[config.mk]
export PLATFORM = sky130hd
export DESIGN_NAME = pipe_init_ctrl
export DESIGN_NICKNAME = d
export VERILOG_FILES = /design/src/rtl/pipe_init_pkg.sv /design/src/rtl/cv_register.sv /design/src/rtl/launch_arbiter.sv /design/src/rtl/latency_counter.sv /design/src/rtl/pipe_init_ctrl.sv
export SDC_FILE = /design/constraint.sdc
export NUM_CORES = 1
export LEC_CHECK = 0
export ABC_AREA = 1
export ABC_CLOCK_PERIOD_IN_PS = 2300
export BUFFER_PORTS_ARGS = -buffer_cell sky130_fd_sc_hd__clkbuf_2
export CORE_AREA = 5 5 42 44
export CTS_CLUSTER_SIZE = 16
export DETAILED_ROUTE_END_ITERATION = 10
export DIE_AREA = 0 0 47 49
export PLACE_DENSITY = 0.55
export REMOVE_ABC_BUFFERS = 1
export SYNTH_ARGS = -nofsm -noshare
export SYNTH_HDL_FRONTEND = slang
export SYNTH_SLANG_ARGS = --single-unit
[constraint.sdc]
create_clock -name clk -period 2.3 [get_ports clk]
set_clock_uncertainty 0.05 [all_clocks]
set_input_delay 0.46 -clock clk [delete_from_list [all_inputs] [get_ports clk]]
set_output_delay 0.46 -clock clk [all_outputs]
set_load 0.05 [all_outputs]
[src/rtl/pipe_init_pkg.sv]
package pipe_init_pkg;

    localparam int DEF_CV_W = 6;
    localparam logic [DEF_CV_W-1:0] DEF_ICV = 6'b100101;

    typedef enum logic {
        MODE_FOLLOW = 1'b0,
        MODE_GREEDY = 1'b1
    } launch_mode_e;

    typedef struct packed {
        logic permit;
        logic grant;
    } launch_ctl_t;

    function automatic int sat_latency(input int width);
        return width + 1;
    endfunction

    function automatic int lat_bits(input int width);
        return $clog2(width + 2);
    endfunction

endpackage

[src/rtl/cv_register.sv]
module cv_register
    import pipe_init_pkg::*;
#(
    parameter int CV_W = DEF_CV_W,
    parameter logic [CV_W-1:0] ICV_MASK = DEF_ICV
) (
    input  logic            clk,
    input  logic            rst,
    input  logic            grant,
    output logic [CV_W-1:0] cv_q,
    output logic            permit,
    output logic            empty
);

    logic [CV_W-1:0] advanced;
    logic [CV_W-1:0] cv_d;

    always_comb begin
        advanced = cv_q >> 1;
        permit   = ~advanced[0];
        cv_d     = grant ? (advanced | ICV_MASK) : advanced;
        empty    = (cv_q == '0);
    end

    always_ff @(posedge clk) begin
        if (rst) cv_q <= '0;
        else     cv_q <= cv_d;
    end

endmodule

[src/rtl/launch_arbiter.sv]
module launch_arbiter
    import pipe_init_pkg::*;
(
    input  logic         clk,
    input  logic         rst,
    input  launch_mode_e mode,
    input  logic         req,
    input  logic         permit,
    output launch_ctl_t  ctl
);

    logic held_q;
    logic want;

    always_comb begin
        want        = req | ((mode == MODE_GREEDY) & held_q);
        ctl.permit  = permit;
        ctl.grant   = want & permit;
    end

    always_ff @(posedge clk) begin
        if (rst)                      held_q <= 1'b0;
        else if (mode == MODE_GREEDY) held_q <= want & ~ctl.grant;
        else                          held_q <= 1'b0;
    end

endmodule

[src/rtl/latency_counter.sv]
module latency_counter
    import pipe_init_pkg::*;
#(
    parameter int CV_W = DEF_CV_W,
    localparam int LW  = lat_bits(CV_W),
    localparam int SAT = sat_latency(CV_W)
) (
    input  logic          clk,
    input  logic          rst,
    input  logic          grant,
    output logic [LW-1:0] lat_q
);

    always_ff @(posedge clk) begin
        if (rst)                     lat_q <= LW'(SAT);
        else if (grant)              lat_q <= LW'(1);
        else if (lat_q != LW'(SAT))  lat_q <= lat_q + LW'(1);
    end

endmodule

[src/rtl/pipe_init_ctrl.sv]
module pipe_init_ctrl
    import pipe_init_pkg::*;
#(
    parameter int CV_W = DEF_CV_W,
    parameter logic [CV_W-1:0] ICV_MASK = DEF_ICV,
    localparam int LW = lat_bits(CV_W)
) (
    input  logic            clk,
    input  logic            rst,
    input  logic            req_i,
    input  logic            greedy_i,
    output logic            grant_o,
    output logic [CV_W-1:0] cv_o,
    output logic [LW-1:0]   lat_o,
    output logic            empty_o
);

    launch_ctl_t  ctl;
    launch_mode_e mode;
    logic         permit;

    assign mode = launch_mode_e'(greedy_i);

    cv_register #(.CV_W(CV_W), .ICV_MASK(ICV_MASK)) u_cv (
        .clk    (clk),
        .rst    (rst),
        .grant  (ctl.grant),
        .cv_q   (cv_o),
        .permit (permit),
        .empty  (empty_o)
    );

    launch_arbiter u_arb (
        .clk    (clk),
        .rst    (rst),
        .mode   (mode),
        .req    (req_i),
        .permit (permit),
        .ctl    (ctl)
    );

    latency_counter #(.CV_W(CV_W)) u_lat (
        .clk   (clk),
        .rst   (rst),
        .grant (ctl.grant),
        .lat_q (lat_o)
    );

    assign grant_o = ctl.grant;

endmodule

# Yosys cells after proc, flatten, opt, wreduce, memory -nomap -nowiden
# Index checks and enable logic that the tools add are counted.
[word_totals]
ff_bits = 10
input_bits = 4
word_cells = 20
[op_classes]
add_sub_neg = 1
eq_ne = 1
mux = 3
bitwise = 7
n_reduce_logical = 4
[op_table]
columns = ["operator", "n"]
rows = [
  ["6-bit logical NOT", 1],
  ["3-bit two-way mux", 2],
  ["6-bit two-way mux", 1],
  ["2-bit OR reduction", 2],
  ["3-bit by 1-bit adder with 3-bit output, second input constant", 1],
  ["1-bit AND", 3],
  ["3-bit inequality test, second input constant", 1],
  ["1-bit inverter", 3],
  ["2-bit nonzero test", 1],
  ["1-bit OR", 1],
]

# Logic depth before layout (Yosys ltp)
[depth]
ltp_word = 5
mapped_depth = 6

# Hierarchy
# Synthesis repeated with hierarchy kept, for this count alone.
[unflattened]
hier_cells = 52
hier_area_um2 = 410.4
[by_module_without_submodules]
columns = ["module", "n_inst", "cells_each", "area_each_um2"]
rows = [
  ["cv_register", 1, 26, 211.5],
  ["latency_counter", 1, 18, 147.6],
  ["launch_arbiter", 1, 8, 51.3],
]

# Worst setup path before layout
# Ideal clock, no wire load.
[synth_timing]
kind = "register to output"
start = "register u_cv.cv_q[0]"
end = "output empty_o"
arrival_time_ps = 1730
slack_ps = 60
path_stages_with_launch = 4
cell_sequence = "dfxtp_1 -> nor2_1 -> nand3_1 -> nor3_1"
[synth_between]
elab_chain_len = 1
[synth_lines]
columns = ["element", "line", "text"]
rows = [
  ["start: declaration", "cv_register.sv:10", "output logic [CV_W-1:0] cv_q,"],
  ["start signal: assignment", "cv_register.sv:27", "else cv_q <= cv_d;"],
  ["6-bit logical NOT", "cv_register.sv:22", "empty = (cv_q == '0);"],
  ["end: declaration", "pipe_init_ctrl.sv:15", "output logic empty_o"],
]
# Every way passes these cells.

# Worst setup path in the final report
[layout_timing]
start = "register u_arb.held_q"
end = "output grant_o"
[layout_between]
elab_chain_len = 3
[layout_lines]
columns = ["element", "line", "text"]
rows = [
  ["start: declaration", "launch_arbiter.sv:12", "logic held_q;"],
  ["start signal: assignment", "launch_arbiter.sv:23", "else if (mode == MODE_GREEDY) held_q <= want & ~ctl.grant;"],
  ["1-bit AND", "launch_arbiter.sv:16", "want = req | ((mode == MODE_GREEDY) & held_q);"],
  ["1-bit OR", "launch_arbiter.sv:16", ""],
  ["1-bit AND", "launch_arbiter.sv:18", "ctl.grant = want & permit;"],
  ["end: declaration", "pipe_init_ctrl.sv:12", "output logic grant_o,"],
]
# Every way passes these cells.

==> impl_results.md <==
- Layout fillers: about 160
- Vias in the first global route: around 310
- Port bufs: 14
- Post-CTS Setup Bufs: 0
- Max Root-Sink Buffers: 2
- Fin nets: between 70 and 80
- Hold Fails Final Rpt: 0
- Worst-path fanout max: 4
- Primary FF master, synth: dfxtp_1
- Final Critical Period: 1.70 ns
- # DRC: 0
- Unique masters post-synth: 13
- Area grow syn2layout: 22.2%
- # clock sinks: 10
- GRT Overall Usage: 7.84%
- Total of max-cap violations: 0
- Sequential share of power: 39.0%
- Core footprint: 1400 µm²
- Routability Congestion: a little under 0.7
- Post-CTS sizing: 0
- Startpoint types: flop
- WL/cell: 9.35 µm
- Fmax: 590 MHz
- Part of the power in the clock network: approximately a fifth
- Fraction of layout cells with a size suffix above 1: about 30%
- Status: completed
- Library cell with the largest summed area after synthesis: dfxtp_1
- Pleak: around 0.28 nW
- Remaining antenna violation count after routing: 0
- Die width: ~47 µm
- Largest net degree at the start of global routing: 7
- Via Count: about 350
- Critical path data arrival time: about 1.2 ns
- CTS buffer count: 3
- Sequential fraction of the synthesis area: 49.4%
- Worst Tran Pin Value: ~0.28 ns
- P per Cell Area: 1150 nW/µm²
- Final Cycle Share: between 70% and 80%
- Die height: slightly below 50 µm
- Worst-Skew Late Latency: approximately 0.26 ns
- Nature of the critical path endpoint: primary output
- First-pass GRT wire length: roughly 1300 µm
- H-tree lvl count: 1
- Int Power: around 0.32 mW
- Multi-input gate area: ~140 µm²
- Initial antenna violation count: 0
- Top Ports: 15
- Gr ovfl total: 0
- Slew Viols, Final: 0
- Worst-path clk slew: 0.06 ns
- Syn_area_per_cell: 7.95 µm²
- Syn Inst Count: 51
- Die Footprint: ~2300 µm²
- Root buf cell: clkbuf_4
- Maximum vdd ir drop: 0.415 mV
- Synth top area cells: dfxtp_1 49%, inv_1 9.3%, nand2_1 8.3%, ha_1 6.2%, nand3_1 6.2%
- Sw Share: ~43%
- Register area: approximately 200 µm²
- Average vias per placed instance: 4.26
- Async set-reset flop share out of synthesis: 0%
- Post-DP HPWL: roughly 600 µm
- Worst Path Required: ~1.8 ns
- Most common cell after layout, fill and taps aside: clkbuf_2
- Most frequent cells in the layout: 14 x clkbuf_2, 10 x inv_1, 10 x dfxtp_1, 9 x nand2_1
- Comb power frac: between 40% and 50%
- Initial Util: around 29%
- Hold Crit Class: in -> reg
- Total Neg Setup Slack: 0 ns
- Synth Register Bits: 10
- Hold slack: 0.388 ns
- Relative slew slack: about four fifths
- # diodes: 0
- Initial DRC Count: 1
- Post-synth EDFFs: 0
- Yosys warning total: 0
- Final setup viols: 0
- Pre-antenna DRT Iters: 4
- Wirelength, routed: ~760 µm
- Critical path type: reg -> out
- Post-cts hold buffer count: 0
- RSZ-0062 raised after global routing: no
- CTS tree: built
- Num rows: 14
- Yosys top cell area share: about half
- Synthesized area: around 410 µm²
- P_sw: 0.246 mW
[through the flow]
step	util, %	total power, mW	area, µm²	cells	worst slack (ns)
after floorplan	-	0.412	383	48	0.0558
after global placement	33.8	0.464	473	78	0.640
after detailed placement	33.8	0.463	473	78	0.625
after CTS	35.4	0.578	495	81	0.592
after global routing	35.4	0.613	495	81	0.479
final	35.4	0.571	495	81	0.605
[worst max-delay path, stage by stage, from the launching register on]
cell      delay [ns]
dfxtp_1         0.31
nand2_1         0.05
nand2_1         0.10
nand2_1         0.13
inv_1           0.08
clkbuf_2        0.27
[routing by layer]
layer	up-vias	wire (µm)	global-route usage, %
met5	-	0	0
met1	149	380	10.9
met2	14	302	9.05
li1	180	-	-
met3	2	70	2.58
met4	0	4	6.91
[flip-flops by register name, indices dropped and copies added (netlist names)]
signal,cells
u_cv.cv_q,6
u_lat.lat_q,3
u_arb.held_q,1
[power by group through the flow]
stage	clock network, mW	logic [mW]	registers [mW]
4_1_cts	0.118	0.237	0.223
3_5_place_dp	0	0.236	0.227
6_report	0.114	0.234	0.222
3_3_place_gp	0	0.237	0.226
2_1_floorplan	0	0.0936	0.319
5_1_grt	0.128	0.258	0.227
[synthesized netlist by cell type, types with 2 or more instances]
master / count
buf_4: 3
o21ai_0: 2
ha_1: 2
nand3_1: 5
inv_1: 10
nor2_1: 5
nand2_1: 9
dfxtp_1: 10
[final timing paths]
check | start | to | slack [ns] | depth (start not counted)
worst max-delay path | u_arb.held_q | grant_o | 0.60 | 5
worst min-delay path | rst | u_cv.cv_q[1] | 0.39 | 2
worst max register to register | u_lat.lat_q[0] | u_lat.lat_q[2] | 1.12 | 6
worst min register to register | u_cv.cv_q[2] | u_cv.cv_q[1] | 0.40 | 2
[area by class of cell]
type / count / share of cell area [%]
Sequential cell: 10 / 40.4
Multi-Input combinational cell: 27 / 28.5
Timing Repair Buffer: 14 / 14.1
Inverter: 11 / 8.33
Clock buffer: 3 / 4.55
Tap cell: 16 / 4.04
[kinds of logic after synthesis]
| kind of cell | share of synthesized area [%] |
|---|---|
| AND/OR/NAND/NOR | 22.8 |
| buffers and inverters | 15.7 |
| XOR/XNOR | 2.16 |
| AO/OA/AOI/OAI | 3.70 |
| flip-flops | 49.4 |
| adder cells (fa/ha/maj) | 6.17 |
Note: power is estimated with default switching activity, not from simulation.
